**config.mk**
```make
export PLATFORM = sky130hd
export DESIGN_NAME = vit_pmu
export DESIGN_NICKNAME = d
export VERILOG_FILES = /design/src/rtl/vit_pkg.sv /design/src/rtl/vit_branch_metric.sv /design/src/rtl/vit_acs.sv /design/src/rtl/vit_normalizer.sv /design/src/rtl/vit_best_select.sv /design/src/rtl/vit_pmu.sv
export SDC_FILE = /design/constraint.sdc
export NUM_CORES = 1
export LEC_CHECK = 0
export ABC_AREA = 1
export ABC_CLOCK_PERIOD_IN_PS = 14000
export BUFFER_PORTS_ARGS = -buffer_cell sky130_fd_sc_hd__buf_2
export CORE_MARGIN = 2
export CORE_UTILIZATION = 60
export CTS_BUF_LIST = sky130_fd_sc_hd__clkbuf_2
export DETAILED_ROUTE_END_ITERATION = 10
export PLACE_DENSITY = 0.8
export SKIP_CTS_REPAIR_TIMING = 1
export SLEW_MARGIN = 20
export SYNTH_ARGS = -nofsm -noshare
export SYNTH_HDL_FRONTEND = slang
export SYNTH_SLANG_ARGS = --single-unit
```
**constraint.sdc**
```tcl
create_clock -name clk -period 14 [get_ports clk]
set_input_delay 3.5 -clock clk [delete_from_list [all_inputs] [get_ports clk]]
set_output_delay 3.5 -clock clk [all_outputs]
set_load 0.01 [all_outputs]
```
**src/rtl/vit_pkg.sv**
```systemverilog
package vit_pkg;

   // How metrics are renormalized (chosen from NORM_DIV)
   typedef enum logic {NORM_SUBTRACT, NORM_SHIFT} norm_kind_e;

   // Coded bit produced on the branch from predecessor {nxt[K-3:0], b}
   // into next state nxt, for generator gen (K-bit encoder register {u, pred}).
   function automatic logic branch_bit(input int unsigned nxt, input int unsigned b,
                                       input int unsigned k, input int unsigned gen);
      int unsigned pred;
      int unsigned regv;
      pred = ((nxt << 1) | b) & ((32'd1 << (k - 1)) - 1);
      regv = ((nxt >> (k - 2)) << (k - 1)) | pred;
      return ^(regv & gen);
   endfunction

   function automatic norm_kind_e norm_kind(input int unsigned div);
      return (div == 1) ? NORM_SUBTRACT : NORM_SHIFT;
   endfunction

endpackage

```
**src/rtl/vit_branch_metric.sv**
```systemverilog
module vit_branch_metric #(
   parameter int SOFTBITS = 4
) (
   input  logic signed [SOFTBITS-1:0] sym,
   output logic        [SOFTBITS:0]   cost0,
   output logic        [SOFTBITS:0]   cost1
);
   localparam int MAG = (1 << (SOFTBITS - 1)) - 1;
   localparam logic signed [SOFTBITS-1:0] MOST_NEG = {1'b1, {(SOFTBITS-1){1'b0}}};

   logic signed [SOFTBITS:0] v;

   always_comb begin
      v = {sym[SOFTBITS-1], sym};
      if (sym == MOST_NEG) begin
         v = (SOFTBITS+1)'(-MAG);
      end
      cost0 = (SOFTBITS+1)'(MAG - int'(v));
      cost1 = (SOFTBITS+1)'(MAG + int'(v));
   end
endmodule

```
**src/rtl/vit_acs.sv**
```systemverilog
module vit_acs #(
   parameter int METRIC_W = 12,
   parameter int BM_W     = 6
) (
   input  logic [METRIC_W-1:0] pm_up,
   input  logic [METRIC_W-1:0] pm_lo,
   input  logic [BM_W-1:0]     bm_up,
   input  logic [BM_W-1:0]     bm_lo,
   output logic [METRIC_W-1:0] sum,
   output logic                sel_lo
);
   logic [METRIC_W-1:0] cand_up;
   logic [METRIC_W-1:0] cand_lo;

   always_comb begin
      cand_up = pm_up + METRIC_W'(bm_up);
      cand_lo = pm_lo + METRIC_W'(bm_lo);
      sel_lo  = (cand_lo < cand_up);
      sum     = sel_lo ? cand_lo : cand_up;
   end
endmodule

```
**src/rtl/vit_normalizer.sv**
```systemverilog
module vit_normalizer #(
   parameter int N        = 4,
   parameter int METRIC_W = 12,
   parameter int NORM_DIV = 2
) (
   input  logic [METRIC_W-1:0] m_in  [N],
   output logic [METRIC_W-1:0] m_out [N],
   output logic                hit
);
   import vit_pkg::*;

   localparam norm_kind_e KIND = norm_kind(NORM_DIV);
   localparam int SHIFT = $clog2(NORM_DIV);
   localparam logic [METRIC_W-1:0] SUB = {2'b01, {(METRIC_W-2){1'b0}}};

   if (NORM_DIV != 1 && NORM_DIV != 2 && NORM_DIV != 4 && NORM_DIV != 8) begin : g_bad_div
      $error("vit_normalizer: NORM_DIV must be 1, 2, 4 or 8");
   end

   always_comb begin
      hit = 1'b0;
      for (int i = 0; i < N; i++) begin
         hit = hit | m_in[i][METRIC_W-1];
      end
   end

   for (genvar i = 0; i < N; i++) begin : g_lane
      if (KIND == NORM_SUBTRACT) begin : g_sub
         always_comb begin
            if (!hit)              m_out[i] = m_in[i];
            else if (m_in[i] >= SUB) m_out[i] = m_in[i] - SUB;
            else                   m_out[i] = '0;
         end
      end else begin : g_shift
         always_comb begin
            m_out[i] = hit ? (m_in[i] >> SHIFT) : m_in[i];
         end
      end
   end
endmodule

```
**src/rtl/vit_best_select.sv**
```systemverilog
module vit_best_select #(
   parameter int N        = 4,
   parameter int METRIC_W = 12,
   localparam int IW      = (N > 1) ? $clog2(N) : 1
) (
   input  logic [METRIC_W-1:0] metric [N],
   output logic [METRIC_W-1:0] best_val,
   output logic [IW-1:0]       best_idx
);
   always_comb begin
      best_val = metric[0];
      best_idx = '0;
      for (int i = 1; i < N; i++) begin
         if (metric[i] < best_val) begin
            best_val = metric[i];
            best_idx = IW'(i);
         end
      end
   end
endmodule

```
**src/rtl/vit_pmu.sv**
```systemverilog
module vit_pmu #(
   parameter int          K        = 3,
   parameter int          SOFTBITS = 4,
   parameter int          METRIC_W = 12,
   parameter int          NORM_DIV = 2,
   parameter int unsigned GEN_A    = 'o7,
   parameter int unsigned GEN_B    = 'o5
) (
   input  logic                    clk,
   input  logic                    rst,
   input  logic                    en,
   input  logic                    sync_rot,
   input  logic [2*SOFTBITS-1:0]   sym_pair,
   output logic [(1<<(K-1))-1:0]   dec,
   output logic [METRIC_W-1:0]     best_metric,
   output logic [K-2:0]            best_state,
   output logic                    out_valid,
   output logic                    normalize
);
   import vit_pkg::*;

   localparam int NS  = 1 << (K - 1);
   localparam int CW  = SOFTBITS + 1;
   localparam int BW  = SOFTBITS + 2;
   localparam int MAG = (1 << (SOFTBITS - 1)) - 1;

   // elaboration-time parameter checks
   if (K < 3 || K > 9) begin : g_bad_k
      $error("vit_pmu: K must lie in 3..9");
   end
   if (SOFTBITS < 2) begin : g_bad_sb
      $error("vit_pmu: SOFTBITS must be at least 2");
   end
   if (METRIC_W <= SOFTBITS + 7) begin : g_bad_mw
      $error("vit_pmu: METRIC_W must exceed SOFTBITS + 7");
   end

   // symbol field selection with optional swap
   logic                       rot_q;
   logic signed [SOFTBITS-1:0] sym_first;
   logic signed [SOFTBITS-1:0] sym_second;

   assign sym_first  = rot_q ? sym_pair[SOFTBITS-1:0] : sym_pair[2*SOFTBITS-1:SOFTBITS];
   assign sym_second = rot_q ? sym_pair[2*SOFTBITS-1:SOFTBITS] : sym_pair[SOFTBITS-1:0];

   logic [CW-1:0] cost_f [2];
   logic [CW-1:0] cost_s [2];

   vit_branch_metric #(.SOFTBITS(SOFTBITS)) u_bm_first (
      .sym(sym_first), .cost0(cost_f[0]), .cost1(cost_f[1]));
   vit_branch_metric #(.SOFTBITS(SOFTBITS)) u_bm_second (
      .sym(sym_second), .cost0(cost_s[0]), .cost1(cost_s[1]));

   // branch metric per hypothesis {bit_a, bit_b}
   logic [BW-1:0] bm [4];
   for (genvar h = 0; h < 4; h++) begin : g_bm
      assign bm[h] = BW'(cost_f[h/2]) + BW'(cost_s[h%2]);
   end

   // add-compare-select per next state
   logic [METRIC_W-1:0] pm_q    [NS];
   logic [METRIC_W-1:0] acs_sum [NS];
   logic [NS-1:0]       acs_sel;

   for (genvar n = 0; n < NS; n++) begin : g_acs
      localparam int PU = (n << 1) & (NS - 1);
      localparam int PL = PU | 1;
      localparam logic [1:0] HU = {branch_bit(n, 0, K, GEN_A), branch_bit(n, 0, K, GEN_B)};
      localparam logic [1:0] HL = {branch_bit(n, 1, K, GEN_A), branch_bit(n, 1, K, GEN_B)};

      vit_acs #(.METRIC_W(METRIC_W), .BM_W(BW)) u_acs (
         .pm_up (pm_q[PU]),
         .pm_lo (pm_q[PL]),
         .bm_up (bm[HU]),
         .bm_lo (bm[HL]),
         .sum   (acs_sum[n]),
         .sel_lo(acs_sel[n])
      );
   end

   logic [METRIC_W-1:0] nrm_sum [NS];
   logic                nrm_hit;

   vit_normalizer #(.N(NS), .METRIC_W(METRIC_W), .NORM_DIV(NORM_DIV)) u_norm (
      .m_in(acs_sum), .m_out(nrm_sum), .hit(nrm_hit));

   logic [METRIC_W-1:0] sel_val;
   logic [K-2:0]        sel_idx;

   vit_best_select #(.N(NS), .METRIC_W(METRIC_W)) u_best (
      .metric(nrm_sum), .best_val(sel_val), .best_idx(sel_idx));

   // state and output registers
   always_ff @(posedge clk) begin
      if (rst) begin
         pm_q        <= '{default: '0};
         rot_q       <= 1'b0;
         dec         <= '0;
         best_metric <= '0;
         best_state  <= '0;
         out_valid   <= 1'b0;
         normalize   <= 1'b0;
      end else begin
         out_valid <= 1'b0;
         normalize <= 1'b0;
         if (en && sync_rot) begin
            pm_q  <= '{default: '0};
            rot_q <= !rot_q;
         end else if (en) begin
            pm_q        <= nrm_sum;
            dec         <= acs_sel;
            best_metric <= sel_val;
            best_state  <= sel_idx;
            out_valid   <= 1'b1;
            normalize   <= nrm_hit;
         end
      end
   end

   // packed view of the metrics for the checks below
   logic [NS*METRIC_W-1:0] pm_flat;
   for (genvar s = 0; s < NS; s++) begin : g_flat
      assign pm_flat[s*METRIC_W +: METRIC_W] = pm_q[s];
   end

   // stored metrics stay below the upper half
   for (genvar s = 0; s < NS; s++) begin : g_chk
      a_r12_no_overflow: assert property (@(posedge clk) disable iff (rst)
         !pm_q[s][METRIC_W-1]);
      // reported best is not larger than any stored metric
      a_r5_best_is_min: assert property (@(posedge clk) disable iff (rst)
         out_valid |-> (best_metric <= pm_q[s]));
   end

   // the reported best state holds the reported metric
   a_r5_best_matches: assert property (@(posedge clk) disable iff (rst)
      out_valid |-> (pm_q[best_state] == best_metric));

   // enable low freezes the metrics and silences the pulses
   a_r9_hold: assert property (@(posedge clk) disable iff (rst)
      !en |=> ($stable(pm_flat) && !out_valid && !normalize));

   // rotation request clears every metric
   a_r10_clear: assert property (@(posedge clk) disable iff (rst)
      (en && sync_rot) |=> (pm_flat == '0 && !out_valid));

   // normalize only accompanies a freshly accepted word
   a_r8_pulse: assert property (@(posedge clk) disable iff (rst)
      normalize |-> out_valid);

   // the two hypotheses of each symbol cost 2*M together
   a_r2_cost_balance: assert property (@(posedge clk) disable iff (rst)
      ((CW+1)'(cost_f[0]) + (CW+1)'(cost_f[1]) == (CW+1)'(2*MAG)) &&
      ((CW+1)'(cost_s[0]) + (CW+1)'(cost_s[1]) == (CW+1)'(2*MAG)));

endmodule

```
==> results of run 1 <==
-- cell usage in the layout (no fill, tap or decap), types with 4 or more instances in the layout --
cell | netlist | routed
a21oi_1 | 85 | 85
a21oi_2 | 11 | 11
a31oi_1 | 5 | 5
buf_2 | 1 | 31
buf_4 | 3 | 14
clkbuf_2 | 0 | 9
clkinv_1 | 4 | 5
conb_1 | 2 | 6
dfxtp_1 | 69 | 69
fa_1 | 12 | 12
ha_1 | 135 | 135
inv_1 | 268 | 268
nand2_1 | 446 | 446
nand2_2 | 32 | 32
nand3_1 | 83 | 83
nand3_2 | 11 | 10
nand4_1 | 17 | 17
nor2_1 | 59 | 58
nor2_2 | 3 | 4
nor2_4 | 4 | 4
nor3_1 | 4 | 4
o211ai_1 | 15 | 15
o21ai_0 | 136 | 130
o21ai_1 | 4 | 10
o21bai_1 | 6 | 6
or2_2 | 7 | 7
xnor2_1 | 19 | 19
xor2_1 | 59 | 59
-- registers in the layout, summed over array words and instances (netlist names) --
register     flops
rot_q            1
pm_flat         48
dec              4
best_metric     12
normalize        1
best_state       2
out_valid        1
-- routing by layer --
metal	track usage, %	share of wire (%)
met4	13.8	4.3
met3	4.50	5.9
met5	0	0
met1	40.8	43
met2	55.0	46
-- metrics by stage --
step | hold slack, ns | setup slack [ns] | std cells | cell area (µm²) | util, %
detailed placement | 0.434 | -0.183 | 1800 | 10200 | 63.7
finish | 0.456 | 0.825 | 1816 | 10300 | 64.7
global route | 0.489 | 0.0136 | 1816 | 10300 | 64.7
global placement | 0.430 | 0.324 | 1800 | 10200 | 63.7
floorplan | 0.456 | 0.666 | 1578 | 9810 | -
CTS | 0.458 | 0.427 | 1816 | 10300 | 64.6
-- critical path: cells and delay by family --
kind / cells / cell delay, ns
compound gates: 18 / 4.03
simple gates: 22 / 2.66
fa+ha+maj: 7 / 2.14
buf+inv: 7 / 0.77
xor+xnor: 3 / 0.59
-- final timing paths --
path                                startpoint                           end  slack (ns)  cells past startpoint
setup / recovery                   sym_pair[2]   best_metric[1]$_SDFFE_PP0P_        0.82                     57
hold / removal    best_metric[11]$_SDFFE_PP0P_  best_metric[11]$_SDFFE_PP0P_        0.46                      2
setup reg to reg            rot_q$_SDFFE_PP0P_   best_metric[1]$_SDFFE_PP0P_        3.10                     55
hold reg to reg   best_metric[11]$_SDFFE_PP0P_  best_metric[11]$_SDFFE_PP0P_        0.46                      2
-- cell type report --
| cell class | instances | area (µm²) | share of cell area (%) |
|---|---|---|---|
| Clock buffer | 9 | 45.0 | 0.437 |
| Timing Repair Buffer | 45 | 260 | 2.52 |
| Inverter | 275 | 1030 | 10.0 |
| Multi-Input combinational cell | 1195 | 7230 | 70.1 |
| Clock inverter | 7 | 90.1 | 0.874 |
| Sequential cell | 69 | 1380 | 13.4 |
| Tap cell | 216 | 270 | 2.62 |
-- cell families (layout without fill, tap and decap cells) --
group	Yosys count	in the layout
xor+xnor	78	78
compound gates	276	276
simple gates	685	685
mux	3	3
flops	69	69
buf+inv	314	336
other cells	2	6
fa+ha+maj	147	147
==> results by group, run 1 <==
Synthesis
  • Yosys reg bits: 69
  • Register area share after synthesis: 14.1%
  • Proportion of synthesized area in mux cells: less than 1%
  • Count of cell types in the netlist: 50
  • Top-count cell post-synth: nand2_1
  • Largest family of logic cells by synthesized area: simple AND/OR/NAND/NOR gates
  • Main synth FF type: dfxtp_1
  • Simple-gate share of the synthesized area: between 30% and 40%
  • Synth Area in Adders: 19.7%
  • Post-synthesis compound-gate area fraction: 15.6%
  • Synth Warn #: 0
  • Mean post-synth cell area: 6.22 µm²
  • Async SR Flop Fraction: 0%
  • Post-Synthesis Cells: 1574
  • Area leader, netlist: ha_1
  • Post-synth top area share: between 15 and 20%
  • Most frequent cells after synthesis: nand2_1, inv_1, o21ai_0, ha_1, a21oi_1
  • Leading post-synthesis cells by cell area: ha_1, nand2_1, dfxtp_1, inv_1, o21ai_0
  • Post-synth EDFFs: 0
  • Syn Std Cell Area: 9790 µm²
  • Post-Synth XOR/XNOR Area: 6.97%

Clock network
  • Max clock buf depth: 2
  • H-tree levels: 3
  • CTS tree: built
  • Worst-path clk slew: 0.21 ns
  • Total clock buffers created by CTS: 9
  • Worst skew pair latency: 0.60 ns
  • Clock tree sinks: 69
  • Root buf cell: clkbuf_2

STA
  • Fmax: ~76 MHz
  • Crit share post-route: 94.1%
  • Post-route minimum period: 13.18 ns
  • Final Slew Violations: 0
  • Hold Vio Cnt, Final: 0
  • Worst Tran Pin Value: 1.18 ns
  • Skew final: about 0.046 ns
  • Final setup viols: 0
  • Setup TNS: 0 ns
  • Relative slew slack: 21.4%
  • RSZ-0062 raised after global routing: no

Status
  • Status: finished clean

Placement
  • Port bufs: 31
  • Hpwl dp: 23000 µm
  • GP Congestion: 0.979

Floorplanning
  • Die Y: roughly 130 µm
  • Die footprint: 17400 µm²
  • Starting Density: 61.4%
  • I/O pin count: 32
  • Rows: 46
  • Core box area: 15900 µm²
  • Die width: 132 µm

Critical path
  • Startpoint Class: primary input
  • Slowest stage delay, CP: 0.40 ns
  • CP max stage cell: a211oi_1
  • Worst Path Arrival: 13.71 ns
  • Worst Setup End Kind: flop
  • Required time worst endpoint: roughly 15 ns
  • Critical path class: in2reg
  • Crit-path max FO: 30
  • CP most frequent cell: nand2_1

Routing
  • Pre-Repair DR Iteration Count: 6
  • Residual DRC: 0
  • Vias per cell: 5.50
  • Detail Route Antenna Nets: 0
  • Via Count: 9988
  • 1st-iter DRT viols: between 800 and 900
  • Routed len/inst: around 15 µm
  • Final wirelength: 27900 µm

GRT
  • Antenna violations before repair: 0
  • Tot GR Track Use: 32.3%
  • Number of global-route vias before repair: about 9300
  • First-pass GRT wire length: 45400 µm
  • GRT Residual Overflow: 0
  • Largest net degree at the start of global routing: 54

Run
  • Max-Cap Viols: 0

Final layout
  • Layout cells sized above 1: 8.94%
  • Area grow syn2layout: 5.25%
  • Nets@finish: 1754
  • Ant diodes: 0
  • Fillers: 1570

Min path
  • Hold Crit Class: reg2reg
Power of run 1 is not shown: default switching activity piles up to over one toggle a cycle in this logic, so the estimate is an artifact.
==> inputs of run 2 (changes only) <==
- ABC_CLOCK_PERIOD_IN_PS: 14000 -> 15270
- CORE_UTILIZATION: 60 -> 61
- PLACE_DENSITY: 0.8 -> 0.78
- clock period: 14 -> 15.27 ns (I/O delays scaled with it)
==> run 2 against run 1 <==
Via count grew 0.81%. Critical path depth shrank 5. Die area shrank 1.6%. Count of clock-buffer cells in the layout is the same. Sequential cell count is the same. Non-clock buffer count grew 1. Highest routed layer unchanged.
==> results by group, run 2 (synthesis gave the netlist of run 1 again) <==
Critical path
  • Critical path class: in2reg
  • Worst r2r src: rot_q$_SDFFE_PP0P_
  • CP most frequent cell: nand2_1
  • Worst R2R Setup Slack: 3.74 ns (+0.64 ns)
  • Crit-path max FO: 23 (-23%)
  • CP max stage cell: o21ai_0
  • Slowest stage delay, CP: 0.67 ns (+0.27 ns)
  • Required time worst endpoint: 15.82 ns (+1.28 ns)
  • RR Endpoint: best_metric[6]$_SDFFE_PP0P_
  • Reg2Reg Depth: 52 (-5.5%)
  • Worst Path Arrival: 14.61 ns (+0.90 ns)
  • Worst Setup End Kind: flop
  • Startpoint Class: primary input

Min path
  • WHS Path Cells: 2 (unchanged)
  • Hold Crit Class: reg2reg
  • End point of the worst hold path: best_metric[11]$_SDFFE_PP0P_
  • HP Start: best_metric[11]$_SDFFE_PP0P_

Routing
  • Residual DRC: 0 (unchanged)
  • Pre-Repair DR Iteration Count: 7 (+1)
  • Via Count: 10100 (+0.81%)
  • Routed len/inst: 15.4 µm (about the same)
  • Final wirelength: 28000 µm (+0.16%)
  • 1st-iter DRT viols: 800 (-3.4%)
  • Vias per cell: 5.54 (+0.70%)
  • Detail Route Antenna Nets: 0 (unchanged)

Floorplanning
  • Rows: 46 (unchanged)
  • Die Y: 131 µm (-0.80%)
  • Die width: 131 µm (-0.80%)
  • Die footprint: 17100 µm² (-1.6%)
  • Starting Density: 62.1% (+0.67 points)
  • I/O pin count: 32 (unchanged)
  • Core box area: 15800 µm² (-1.1%)

Placement
  • Pre-CTS setup slack: 0.256 ns (+0.439 ns)
  • GP Congestion: 0.978 (-0.11%)
  • Hpwl dp: 23100 µm (+0.51%)
  • Port bufs: 31 (unchanged)

STA
  • Post-route minimum period: between 10 and 15 ns
  • Final Slew Violations: 0 (unchanged)
  • Setup TNS: 0 ns (unchanged)
  • Fmax: 71.2 MHz
  • RSZ-0062 raised after global routing: no
  • Crit share post-route: 92.0%
  • Worst Tran Pin Value: 0.771 ns (-0.407 ns)
  • Relative slew slack: 48.6% (+27 points)
  • Final setup margin: 1.22 ns (+0.391 ns)
  • Skew final: 0.0179 ns (-0.0280 ns)
  • Final setup viols: 0 (unchanged)
  • Worst hold slack: 0.457 ns (+0.000479 ns)
  • Hold Vio Cnt, Final: 0 (unchanged)

Final layout
  • Nets@finish: 1755 (+0.057%)
  • Max reg flops: 48 (unchanged)
  • Commonest non-fill, non-tap cell in the layout: nand2_1
  • Most frequent cells in the layout: nand2_1, inv_1, o21ai_0, ha_1, a21oi_1
  • Layout cells sized above 1: 9.06% (+0.12 points)
  • Area grow syn2layout: 5.10%

GRT
  • Number of global-route vias before repair: 9239 (-0.61%)
  • Global Route met1 Usage: 42.7% (+1.9 points)
  • Routing usage on met2: 57.1% (+2.1 points)
  • Met3 Resource Use GR: 3.99% (-0.51 points)
  • First-pass GRT wire length: 45200 µm (-0.29%)
  • Largest net degree at the start of global routing: 54 (unchanged)
  • Tot GR Track Use: 33.9% (+1.7 points)
  • Antenna violations before repair: 1 (+1)
  • GRT busiest layer: met2
  • GRT Residual Overflow: 0 (unchanged)

Clock network
  • Total clock buffers created by CTS: 9 (unchanged)
  • Max clock buf depth: 2 (unchanged)
  • Root buf cell: clkbuf_2
  • Worst-path clk slew: 0.23 ns (+0.02 ns)
  • H-tree levels: 3 (unchanged)
  • CTS tree: built
  • Worst skew pair latency: 0.61 ns (about the same)
  • Clock tree sinks: 69 (unchanged)

Status
  • Status: finished clean

Run
  • Max-Cap Viols: 0 (unchanged)
run 2: cell types whose count changed in the layout (fill, tap and decap cells not counted), sizes merged:
cell and delta:
clkinv -1, inv +2, buf +1, diode +1
bufinv -1
run 2: worst max path at each step:
| stage | from | to | depth (start not counted) |
|---|---|---|---|
| floorplan | sym_pair[5] | best_metric[10]$_SDFFE_PP0P_ | 62 |
| global placement | sym_pair[5] | best_metric[1]$_SDFFE_PP0P_ | 56 |
| detailed placement | sym_pair[5] | best_metric[2]$_SDFFE_PP0P_ | 56 |
| CTS | sym_pair[5] | best_metric[6]$_SDFFE_PP0P_ | 56 |
| global route | sym_pair[5] | best_metric[1]$_SDFFE_PP0P_ | 56 |
| finish | sym_pair[5] | best_metric[6]$_SDFFE_PP0P_ | 52 |
run 2: critical path: cells and delay by family:
kind / cells / cell delay, ns
adder cells (fa/ha/maj): 7 / 2.21
XOR/XNOR: 3 / 0.61
AND/OR/NAND/NOR: 21 / 2.73
buffers and inverters: 4 / 0.54
AO/OA/AOI/OAI: 17 / 4.68
run 2: stage by stage:
stage                     area [µm²]  std cells  util (%)
after floorplan                 9810       1578         -
after global placement         10200       1801      64.5
after detailed placement       10200       1801      64.5
after CTS                      10300       1817      65.2
after global routing           10300       1818      65.3
final                          10300       1818      65.3
run 2: layout make-up:
| class | instances | area (µm²) |
|---|---|---|
| multi-input combinational | 1195 | 7220 |
| clock inverter | 7 | 73.8 |
| sequential | 69 | 1380 |
| tap | 216 | 270 |
| clock buffer | 9 | 45.0 |
| timing repair buffer | 46 | 268 |
| inverter | 275 | 1030 |
| fill | 1560 | 5480 |
| antenna | 1 | 2.50 |
run 2: layer usage:
metal | up-vias | part of all wire [%]
met3 | 97 | 5.4
met5 | - | 0
met4 | 0 | 5.1
li1 | 5091 | -
met1 | 4543 | 44
met2 | 338 | 46
Power of run 2 is left out for the same reason.
